$ cat config.mk
export PLATFORM = sky130hd
export DESIGN_NAME = pclk_div_search
export DESIGN_NICKNAME = d
export VERILOG_FILES = /design/src/rtl/pds_pkg.sv /design/src/rtl/pds_divider.sv /design/src/rtl/pds_postdiv.sv /design/src/rtl/pds_range_sel.sv /design/src/rtl/pclk_div_search.sv
export SDC_FILE = /design/constraint.sdc
export NUM_CORES = 2
export LEC_CHECK = 0
export BUFFER_PORTS_ARGS = -buffer_cell sky130_fd_sc_hd__buf_2
export CAP_MARGIN = 20
export CORE_MARGIN = 10
export CORE_UTILIZATION = 60
export CTS_CLUSTER_SIZE = 40
export DETAILED_ROUTE_END_ITERATION = 10
export PLACE_DENSITY = 0.74
export SYNTH_ARGS = -nofsm -noshare
export SYNTH_HDL_FRONTEND = slang
export SYNTH_SLANG_ARGS = --single-unit
$ cat constraint.sdc
create_clock -name clk -period 16.2 [get_ports clk]
set_clock_uncertainty 0.05 [all_clocks]
set_input_delay 0.81 -clock clk [delete_from_list [all_inputs] [get_ports clk]]
set_output_delay 0.81 -clock clk [all_outputs]
set_load 0.01 [all_outputs]
$ cat src/rtl/pds_pkg.sv
`timescale 1ns/1ps
package pds_pkg;

    typedef enum logic [2:0] {
        ST_IDLE,
        ST_QUO_WAIT,
        ST_EST_WAIT,
        ST_PICK,
        ST_CAND_WAIT,
        ST_VCO_WAIT
    } srch_state_e;

    typedef logic [15:0][31:0] vco_tab_t;

    // Ascending VCO limits: 40 MHz plus 15 MHz per step.
    function automatic vco_tab_t default_vco_tab();
        vco_tab_t t;
        for (int i = 0; i < 16; i++) begin
            t[i] = 32'(40_000_000 + i * 15_000_000);
        end
        return t;
    endfunction

endpackage

$ cat src/rtl/pds_divider.sv
`timescale 1ns/1ps
module pds_divider #(
    parameter int unsigned W = 32
) (
    input  logic         clk,
    input  logic         rst_n,
    input  logic         go_i,
    input  logic [W-1:0] num_i,
    input  logic [W-1:0] den_i,
    output logic         done_o,
    output logic [W-1:0] quot_o
);
    localparam int unsigned CW = $clog2(W + 1);

    typedef struct packed {
        logic [CW-1:0] cnt;
        logic [W-1:0]  num_sh;
        logic [W-1:0]  num0;
        logic [W-1:0]  den;
        logic [W-1:0]  rem;
        logic [W-1:0]  quot;
        logic          done;
    } div_t;

    div_t q, d;
    logic [W:0]   rem_sh;
    logic         ge;
    logic [W-1:0] sub;

    always_comb begin
        d      = q;
        d.done = 1'b0;
        rem_sh = {q.rem, q.num_sh[W-1]};
        ge     = rem_sh >= {1'b0, q.den};
        sub    = rem_sh[W-1:0] - q.den;
        if (go_i) begin
            d.cnt    = CW'(W);
            d.num_sh = num_i;
            d.num0   = num_i;
            d.den    = den_i;
            d.rem    = '0;
            d.quot   = '0;
        end else if (q.cnt != '0) begin
            d.rem    = ge ? sub : rem_sh[W-1:0];
            d.quot   = {q.quot[W-2:0], ge};
            d.num_sh = q.num_sh << 1;
            d.cnt    = q.cnt - CW'(1);
            if (q.cnt == CW'(1)) begin
                d.done = 1'b1;
            end
        end
    end

    always_ff @(posedge clk or negedge rst_n) begin
        if (!rst_n) begin
            q <= '0;
        end else begin
            q <= d;
        end
    end

    assign done_o = q.done;
    assign quot_o = q.quot;

    // quotient and remainder reconstruct the dividend
    assert_div_exact_R11: assert property (@(posedge clk) disable iff (!rst_n)
        (q.done && q.den != '0) |->
        ((2*W)'(q.quot) * (2*W)'(q.den) + (2*W)'(q.rem) == (2*W)'(q.num0)) && (q.rem < q.den));

    // zero divisor saturates the quotient
    assert_div_zero_R11: assert property (@(posedge clk) disable iff (!rst_n)
        (q.done && q.den == '0) |-> (q.quot == '1));

endmodule

$ cat src/rtl/pds_postdiv.sv
`timescale 1ns/1ps
module pds_postdiv #(
    parameter int unsigned FLOOR_HZ = 50_000_000
) (
    input  logic [31:0] freq_i,
    output logic [1:0]  code_o,
    output logic [31:0] target_o
);
    localparam logic [31:0] LIM1 = 32'(FLOOR_HZ);
    localparam logic [31:0] LIM2 = 32'(FLOOR_HZ / 2);
    localparam logic [31:0] LIM3 = 32'(FLOOR_HZ / 4);

    always_comb begin
        code_o = 2'd0;
        if (freq_i < LIM1) code_o = 2'd1;
        if (freq_i < LIM2) code_o = 2'd2;
        if (freq_i < LIM3) code_o = 2'd3;
        target_o = freq_i << code_o;
    end

endmodule

$ cat src/rtl/pds_range_sel.sv
`timescale 1ns/1ps
module pds_range_sel #(
    parameter pds_pkg::vco_tab_t TAB = pds_pkg::default_vco_tab()
) (
    input  logic [31:0] half_vco_i,
    output logic [3:0]  idx_o
);
    logic [32:0] vco;
    logic [14:0] hit;

    assign vco = {half_vco_i, 1'b0};

    for (genvar g = 0; g < 15; g++) begin : g_cmp
        assign hit[g] = {1'b0, TAB[g+1]} >= vco;
    end

    always_comb begin
        idx_o = 4'd15;
        for (int i = 14; i >= 0; i--) begin
            if (hit[i]) idx_o = 4'(i);
        end
    end

endmodule

$ cat src/rtl/pclk_div_search.sv
`timescale 1ns/1ps
module pclk_div_search #(
    parameter int unsigned REF_HZ       = 28_636_360,
    parameter int unsigned VCO_FLOOR_HZ = 50_000_000,
    parameter int unsigned N_MIN        = 4,
    parameter int unsigned N_MAX        = 130,
    parameter int unsigned DEN_ABS_MIN  = 3,
    parameter int unsigned DEN_ABS_MAX  = 129,
    parameter int unsigned EST_LO_HZ    = 2_000_000,
    parameter int unsigned EST_HI_HZ    = 400_000,
    parameter int unsigned CAND_SPAN    = 3,
    parameter pds_pkg::vco_tab_t VCO_TAB = pds_pkg::default_vco_tab()
) (
    input  logic        clk,
    input  logic        rst_n,
    input  logic        start_i,
    input  logic [31:0] freq_i,
    input  logic [1:0]  sel_i,
    output logic        done_o,
    output logic [23:0] word_o
);
    import pds_pkg::*;

    localparam int unsigned DEN_MIN  = (REF_HZ / EST_LO_HZ > DEN_ABS_MIN) ? REF_HZ / EST_LO_HZ : DEN_ABS_MIN;
    localparam int unsigned DEN_MAX  = (REF_HZ / EST_HI_HZ < DEN_ABS_MAX) ? REF_HZ / EST_HI_HZ : DEN_ABS_MAX;
    localparam int unsigned NW       = $clog2(N_MAX + 2);
    localparam int unsigned MW       = $clog2(DEN_MAX + CAND_SPAN + 1);
    localparam int unsigned K_END    = 2 * CAND_SPAN + 1;
    localparam int unsigned KW       = $clog2(K_END + 1);
    localparam int unsigned FLD_W    = 7;
    localparam logic [31:0] HALF_REF = 32'(REF_HZ / 2);
    localparam logic [MW:0] M_LO     = (MW+1)'(DEN_MIN);
    localparam logic [MW:0] M_HI     = (MW+1)'(DEN_MAX);

    typedef struct packed {
        srch_state_e    st;
        logic [1:0]     sel;
        logic [1:0]     pcode;
        logic [31:0]    target;
        logic [NW-1:0]  n;
        logic [MW-1:0]  est;
        logic [KW-1:0]  k;
        logic [31:0]    best_err;
        logic [NW-1:0]  best_n;
        logic [MW-1:0]  best_m;
        logic           go;
        logic [31:0]    num;
        logic [31:0]    den;
        logic [23:0]    word;
        logic           done;
    } ctl_t;

    ctl_t q, d;

    logic        div_done;
    logic [31:0] div_quot;
    logic [1:0]  pd_code;
    logic [31:0] pd_target;
    logic [3:0]  rng_idx;

    pds_postdiv #(.FLOOR_HZ(VCO_FLOOR_HZ)) u_postdiv (
        .freq_i   (freq_i),
        .code_o   (pd_code),
        .target_o (pd_target)
    );

    pds_divider #(.W(32)) u_div (
        .clk    (clk),
        .rst_n  (rst_n),
        .go_i   (q.go),
        .num_i  (q.num),
        .den_i  (q.den),
        .done_o (div_done),
        .quot_o (div_quot)
    );

    pds_range_sel #(.TAB(VCO_TAB)) u_range (
        .half_vco_i (div_quot),
        .idx_o      (rng_idx)
    );

    logic [MW:0]    m_try;
    logic [31:0]    prod;
    logic [31:0]    err;
    logic [MW-1:0]  est_c;
    logic [FLD_W-1:0] n_fld;
    logic [FLD_W-1:0] m_fld;

    always_comb begin
        m_try = {1'b0, q.est} + (MW+1)'(q.k) - (MW+1)'(CAND_SPAN);
        prod  = div_quot * 32'(q.n);
        err   = (prod >= q.target) ? (prod - q.target) : (q.target - prod);
        if (div_quot > 32'(DEN_MAX)) begin
            est_c = MW'(DEN_MAX);
        end else if (div_quot < 32'(DEN_MIN)) begin
            est_c = MW'(DEN_MIN);
        end else begin
            est_c = MW'(div_quot);
        end
        n_fld = FLD_W'(q.best_n) - FLD_W'(3);
        m_fld = FLD_W'(q.best_m) - FLD_W'(2);
    end

    always_comb begin
        d      = q;
        d.go   = 1'b0;
        d.done = 1'b0;
        unique case (q.st)
            ST_IDLE: begin
                if (start_i) begin
                    d.sel      = sel_i;
                    d.pcode    = pd_code;
                    d.target   = pd_target;
                    d.best_err = '1;
                    d.best_n   = NW'(1);
                    d.best_m   = MW'(1);
                    d.n        = NW'(N_MIN);
                    d.num      = pd_target;
                    d.den      = 32'(N_MIN);
                    d.go       = 1'b1;
                    d.st       = ST_QUO_WAIT;
                end
            end
            ST_QUO_WAIT: begin
                if (div_done) begin
                    d.num = 32'(REF_HZ);
                    d.den = div_quot;
                    d.go  = 1'b1;
                    d.st  = ST_EST_WAIT;
                end
            end
            ST_EST_WAIT: begin
                if (div_done) begin
                    d.est = est_c;
                    d.k   = '0;
                    d.st  = ST_PICK;
                end
            end
            ST_PICK: begin
                if (q.k == KW'(K_END)) begin
                    if (q.n == NW'(N_MAX)) begin
                        d.num = HALF_REF * 32'(q.best_n);
                        d.den = 32'(q.best_m);
                        d.go  = 1'b1;
                        d.st  = ST_VCO_WAIT;
                    end else begin
                        d.n   = q.n + NW'(1);
                        d.num = q.target;
                        d.den = 32'(q.n + NW'(1));
                        d.go  = 1'b1;
                        d.st  = ST_QUO_WAIT;
                    end
                end else if (m_try >= M_LO && m_try <= M_HI) begin
                    d.num = 32'(REF_HZ);
                    d.den = 32'(m_try);
                    d.go  = 1'b1;
                    d.st  = ST_CAND_WAIT;
                end else begin
                    d.k = q.k + KW'(1);
                end
            end
            ST_CAND_WAIT: begin
                if (div_done) begin
                    if (err <= q.best_err) begin
                        d.best_err = err;
                        d.best_n   = q.n;
                        d.best_m   = MW'(q.den);
                    end
                    d.k  = q.k + KW'(1);
                    d.st = ST_PICK;
                end
            end
            ST_VCO_WAIT: begin
                if (div_done) begin
                    d.word = {q.sel, rng_idx, n_fld, 1'b0, q.pcode, m_fld, 1'b0};
                    d.done = 1'b1;
                    d.st   = ST_IDLE;
                end
            end
            default: d.st = ST_IDLE;
        endcase
    end

    always_ff @(posedge clk or negedge rst_n) begin
        if (!rst_n) begin
            q <= '0;
        end else begin
            q <= d;
        end
    end

    assign done_o = q.done;
    assign word_o = q.word;

    assert_done_single_R1: assert property (@(posedge clk) disable iff (!rst_n)
        q.done |=> !q.done);

    assert_word_hold_R1: assert property (@(posedge clk) disable iff (!rst_n)
        !$stable(q.word) |-> q.done);

    assert_n_in_sweep_R3: assert property (@(posedge clk) disable iff (!rst_n)
        (q.st != ST_IDLE) |-> (q.n >= NW'(N_MIN) && q.n <= NW'(N_MAX)));

    assert_m_in_window_R5: assert property (@(posedge clk) disable iff (!rst_n)
        (q.st == ST_CAND_WAIT) |-> (q.den >= 32'(DEN_MIN) && q.den <= 32'(DEN_MAX)));

    assert_best_err_monotone_R6: assert property (@(posedge clk) disable iff (!rst_n)
        (q.st != ST_IDLE) |=> (q.best_err <= $past(q.best_err)));

    assert_busy_ignores_start_R9: assert property (@(posedge clk) disable iff (!rst_n)
        (q.st != ST_IDLE && start_i) |=> ($stable(q.target) && $stable(q.sel) && $stable(q.pcode)));

endmodule

## After elaboration in Yosys (flattened, before gate mapping)

Index checks and enable logic that the tools add are counted.

| word-level totals | value |
|---|---|
| input port bits | 37 |
| output and inout bits | 25 |
| word-level logic and storage cells | 151 |
| register bits after elaboration | 327 |

| operators by class | value |
|---|---|
| mux-type cells | 54 |
| $mul | 2 |
| equality and inequality tests | 20 |
| add/subtract/negate cells | 11 |
| reduce and logical (&&, ||, !) cells | 17 |
| shifts and indexed selects | 1 |
| $lt $le $gt $ge | 25 |

Operators with widths:

| kind | count |
|---|---|
| $ge 28x33->1 const A | 9 |
| $mux 65 | 4 |
| $pmux 65 s3 | 1 |
| $ge 27x33->1 const A | 5 |
| $mux 64 | 2 |
| $mux 112 | 1 |
| $sub 32x32->32 | 3 |
| $mux 47 | 2 |
| $pmux 47 s2 | 1 |
| $mux 38 | 2 |
| $mux 32 | 2 |
| $mux 50 | 1 |
| $mux 3 | 13 |
| $ge 26x33->1 const A | 1 |
| $ge 33x32->1 | 1 |
| $ge 32x32->1 | 1 |
| $gt 32x7->1 const B | 1 |
| $le 32x32->1 | 1 |
| $lt 32x24->1 const B | 1 |
| $lt 32x25->1 const B | 1 |
| $lt 32x26->1 const B | 1 |
| $lt 32x4->1 const B | 1 |
| $mul 32x8->32 | 1 |
| $mux 4 | 8 |
| 35 further kinds | 66 |

## Longest topological paths before layout

| depth | value |
|---|---|
| word-level depth | 16 |
| mapped depth | 47 |
| mapped depth without buffers | 40 |

## By module

From an unflattened synthesis, not the netlist that was laid out.

| second synthesis, totals | value |
|---|---|
| cell total of the unflattened synthesis | 3971 |
| area, all modules | 33214.4 µm² |

By module, submodules not included:

| module | cells an instance | times used | area each (µm²) |
|---|---|---|---|
| pclk_div_search | 2666 | 1 | 22806.9 |
| pds_divider | 885 | 1 | 7892.6 |
| pds_postdiv | 209 | 1 | 1272.5 |
| pds_range_sel | 211 | 1 | 1242.4 |

## Worst setup path before layout

Ideal clock, no wire load.

| timing | value |
|---|---|
| path kind | reg2reg |
| start | reg u_div.q (netlist bit u_div.quot_o[6]) |
| end | reg q[131] (netlist name) |
| setup slack | 6.428 ns |
| clock period less this slack | 9.772 ns |
| cell stages (with the launch flop) | 45 |
| data required time | 16.028 ns |
| library setup time | 0.122 ns |
| data arrival time | 9.600 ns |
| path through | dfrtp_1 clkbuf_1 clkbuf_1 clkbuf_1 and2_1 fa_1 fa_1 fa_1 inv_1 fa_1 inv_1 ha_1 or4_1 o21bai_1 a311oi_1 o31ai_1 a21oi_1 o31a_1 (+9 left out) nand2_1 o31ai_2 buf_4 buf_2 nor2_1 a221oi_1 xnor2_1 ha_1 and3_1 nand3_1 nor4_1 o21ai_0 a32oi_1 clkbuf_1 clkbuf_1 nor3_1 mux2i_1 nand2_1 |

| on the way | value |
|---|---|
| longest elaborated chain between the ends | 6 |
| elaborated cells on any way between the ends | 11 |
| those cells by class | add/sub: 2; mul: 1; order compare: 2; eq/ne: 1; mux: 4; reduce/logical: 1 |

RTL lines:

| item | line | source |
|---|---|---|
| start, declared | pds_divider.sv:25 | `div_t q, d;` |
| start signal, assigned | pds_divider.sv:56 | `q <= '0;` |
| start signal, assigned | pds_divider.sv:58 | `q <= d;` |
| $mul 32x8->32 (*) | pclk_div_search.sv:91 | `prod = div_quot * 32'(q.n);` |
| $sub 32x32->32 / $ge 32x32->1 (equally long branches) | pclk_div_search.sv:92 | `err = (prod >= q.target) ? (prod - q.target) : (q.target - prod);` |
| $mux 32 (*) | pclk_div_search.sv:92 |  |
| $le 32x32->1 / $mux 47 (equally long branches) | pclk_div_search.sv:164 | `if (err <= q.best_err) begin` |
| $ne 2x2->1 (no source line) / $mux 50 (equally long branches) | -- |  |
| $reduce_and 4->1 (no source line) / $pmux 47 s2 (equally long branches) | -- |  |
| end signal, assigned | pclk_div_search.sv:186 | `q <= '0;` |
| end signal, assigned | pclk_div_search.sv:188 | `q <= d;` |
| end, declared | pclk_div_search.sv:53 | `ctl_t q, d;` |

Every way passes the cells marked *; elsewhere a longest branch is shown, timed or not. The select of a mux whose other input is x is not followed.
A chain may end at the register's enable or synchronous reset.

## Worst setup path in the final report

| timing | value |
|---|---|
| start | reg q[152] (netlist name) |
| end | reg q[129] (netlist name) |

| on the way | value |
|---|---|
| longest elaborated chain between the ends | 6 |
| elaborated cells on any way between the ends | 11 |
| those cells by class | add/sub: 2; mul: 1; order compare: 2; eq/ne: 1; mux: 4; reduce/logical: 1 |

RTL lines:

| item | line |
|---|---|
| $mul 32x8->32 (*) | pclk_div_search.sv:91 |
| $sub 32x32->32 / $ge 32x32->1 (equally long branches) | pclk_div_search.sv:92 |
| $mux 32 (*) | pclk_div_search.sv:92 |
| $le 32x32->1 / $mux 47 (equally long branches) | pclk_div_search.sv:164 |
| $ne 2x2->1 (no source line) / $mux 50 (equally long branches) | -- |
| $reduce_and 4->1 (no source line) / $pmux 47 s2 (equally long branches) | -- |

Marks and branches as above.

==> run_results.csv <==
group,metric,value,unit
logic_synthesis,syn_inst,3776,
worst_setup_path,critPathArrivalTime,11.96,ns
detailed_routing,antenna_left,0,
layout,fin_area,33400,sq um
floorplan,design.core.area,52400,sq um
worst_setup_path,ff2ff_path_depth,38,
min_path,hold_path.class,"primary input to async pin",
cts,cts.clk_slew.worst_paths,0.06,ns
power,cellPowerDensity,187,nW/um^2
status,outcome,"completed",
job,drv_cap,0,
place,place.gp.congestion,1.02,
timing,timing.final.crit_share,71.3,%
worst_setup_path,slowest_delay,1.02,ns
timing,worst_slew_pin_slew,1.07,ns
timing,fin_crit,11.54,ns
layout,fin_nets,4160,
timing,report.final.slew_viol_count,0,
place,post-place-ws,4.82,ns
place,post_dp_cell_area,32100,sq um
worst_setup_path,worst_path_most_repeated_cell,"fa_1",
layout,insertedDiodeCount,0,
cts,cts_tree,"done",
place,hpwl,63800,um
detailed_routing,vias,26300,
place,io_buffers,59,
worst_setup_path,cp_slowest_cell,"dfrtp_1",
logic_synthesis,ys_seq_elements,327,
logic_synthesis,synth_edf_count,0,
floorplan,fp.dieArea,62400,sq um
power,power.total,6.25,mW
timing,max_slew_margin,28.8,%
timing,hold_viol,0,
layout,nFillCells,4530,
grt,overflow,0,
floorplan,die_h,250,um
power,power.leakage,16.4,nW
cts,clockBufferDepth,3,
layout,syn2layout_area_growth,5.34,%
logic_synthesis,synth_ff_type,"dfrtp_1",
detailed_routing,dr.pass1.iters,5,
cts,cts-root-buf,"clkbuf_16",
grt,grt_usage,27.0,%
logic_synthesis,netlist-cell-type-count,88,
worst_setup_path,crit_path_end_kind,"register",
worst_setup_path,r2r_end,"q[129]",
detailed_routing,avgRoutedWirePerCell,19.4,um
cts,cts_setup_buffers,0,
detailed_routing,drt-vias-per-instance,6.02,
timing,setup_viol,0,
power,vdd_drop_max,0.125,mV
grt,antenna_found_initial,1,
timing,max_freq,0.0866,GHz
timing,grt_setup_unrepaired,"false",
floorplan,die_width,250,um
cts,cts_max_level,2,
worst_setup_path,required,16.62,ns
logic_synthesis,async_flop_share,100,%
worst_setup_path,crit_type,"register to register",
cts,clock_latency,0.59,ns
cts,cts_hold_buf,0,
grt,grt_pass1_vias,25500,
worst_setup_path,reg2reg_slack,4.66,ns
worst_setup_path,worstSetupStartpointType,"register",
logic_synthesis,synth_seq_area_share,25.8,%
timing,fin_ws,4.66,ns
worst_setup_path,critPathMaxFanout,93,
grt,grt_first_pass_wirelength,139000,um
cts,numCtsBuffers,38,
worst_setup_path,regToRegStartpoint,"q[152]",
cts,cts_sinks,327,
logic_synthesis,syn_avg_cell_area,8.40,sq um
timing,finalSetupTns,0,ns
logic_synthesis,ys_warn_count,0,
grt,grt_max_degree,156,
floorplan,io_pins,62,
detailed_routing,drt_iter0_markers,2405,
logic_synthesis,syn_area,31700,sq um
floorplan,fp-row-count,84,
floorplan,start_util,60.5,%
cts,cts_resized,0,
layout,drive_gt1_share,5.37,%
detailed_routing,drc_errors,0,
detailed_routing,totalWireLength,85000,um
[worst max-delay path by stage]
stage / from / end / depth (start not counted)
final: q[152] / q[129] / 38
after global routing: q[153] / q[129] / 39
after CTS: q[153] / q[125] / 38
after detailed placement: q[153] / q[125] / 38
after global placement: q[152] / q[129] / 38
after floorplan: u_div.quot_o[6] / q[131] / 44
[routing by layer]
layer  GRT usage (%)  routed length [um]
met1            39.3               39000
met2            41.5               38100
met3            3.93                6040
met4            6.70                1810
met5               0                  13
[worst max-delay path: cells and delay by family, from the launching register on]
family          cells  cell delay (ns)
compound gates     15             3.60
xor+xnor            2             0.32
fa+ha+maj           7             3.01
buf+inv             4             1.26
flops               1             1.02
mux                 1             0.24
simple gates        9             1.88
[Yosys cell counts (all sizes together) (6+ instances only)]
master	number	area [sq um]
a2111oi	7	67.6
a211oi	61	468
a21boi	8	60.1
a21o	69	518
a21oi	252	1260
a221o	7	70.1
a221oi	11	109
a22o	24	210
a31o	6	52.6
a31oi	18	113
a32oi	8	70.1
a41oi	7	61.3
and2	182	1140
and3	30	188
buf	71	409
clkbuf	177	664
dfrtp	327	8180
fa	205	4100
ha	258	3230
inv	422	1580
mux2i	85	851
nand2	490	1840
nand2b	16	100
nand3	51	255
nand4	30	188
nor2	187	704
nor2b	16	100
nor3	73	370
nor4	18	113
o2111ai	11	96.3
o211ai	27	203
o21a	26	203
o21ai	284	1430
o21bai	23	173
o221ai	11	96.3
o22ai	11	68.8
o31a	12	105
o31ai	14	110
or2	10	65.1
or3	10	62.6
xnor2	82	718
xor2	59	517
[sequential cells by signal (all words and copies together), names as in the netlist]
name and count:
u_div.done_o 1, u_div.quot_o 32, done_o 1, word_o 22, q 169, u_div.q 102
[where the power goes]
group	internal (mW)	leakage (nW)	switching [mW]
clock network	0.502	0.625	0.363
registers	1.11	4.20	0.384
logic	1.51	11.6	2.37
[metrics by stage]
step           hold WS [ns]  utilization [%]  std cells
2_1_floorplan         0.389                -       3777
3_3_place_gp          0.403             61.2       4306
3_5_place_dp          0.409             61.2       4306
5_1_grt               0.316             63.7       4375
6_report              0.261             63.7       4375
4_1_cts               0.273             63.6       4373
[layout make-up]
class,instances,area (sq um),share of cell area [%]
Multi-Input combinational cell,2780,20900,62.7
Inverter,422,1580,4.74
Timing Repair Buffer,91,571,1.71
Tap cell,688,861,2.58
Clock buffer,51,1070,3.20
Sequential cell,327,8190,24.5
Clock inverter,16,183,0.547
[placed cells by master, fill, tap and decap left out, types with 18 or more instances in the layout]
cell,instances
fa_1,205
o21bai_1,23
and2_1,181
ha_1,258
a22o_1,24
o21a_1,25
a21oi_1,252
xnor2_1,82
nor4_1,18
a21o_1,69
a211oi_1,58
nor3_1,71
mux2i_1,85
nand2_1,488
xor2_1,59
nand4_1,30
buf_2,58
clkbuf_16,38
a31oi_1,18
and3_1,30
inv_1,422
buf_4,30
nor2_1,186
dfrtp_1,326
nand3_1,51
o211ai_1,27
o21ai_0,277
[cell families after synthesis]
| family | share of synthesized area [%] |
|---|---|
| xor+xnor | 3.90 |
| fa+ha+maj | 23.1 |
| mux | 3.00 |
| compound gates | 19.0 |
| simple gates | 16.8 |
| flops | 25.8 |
| other cells | 0.0118 |
| buf+inv | 8.38 |
(Power assumes the default switching activity.)
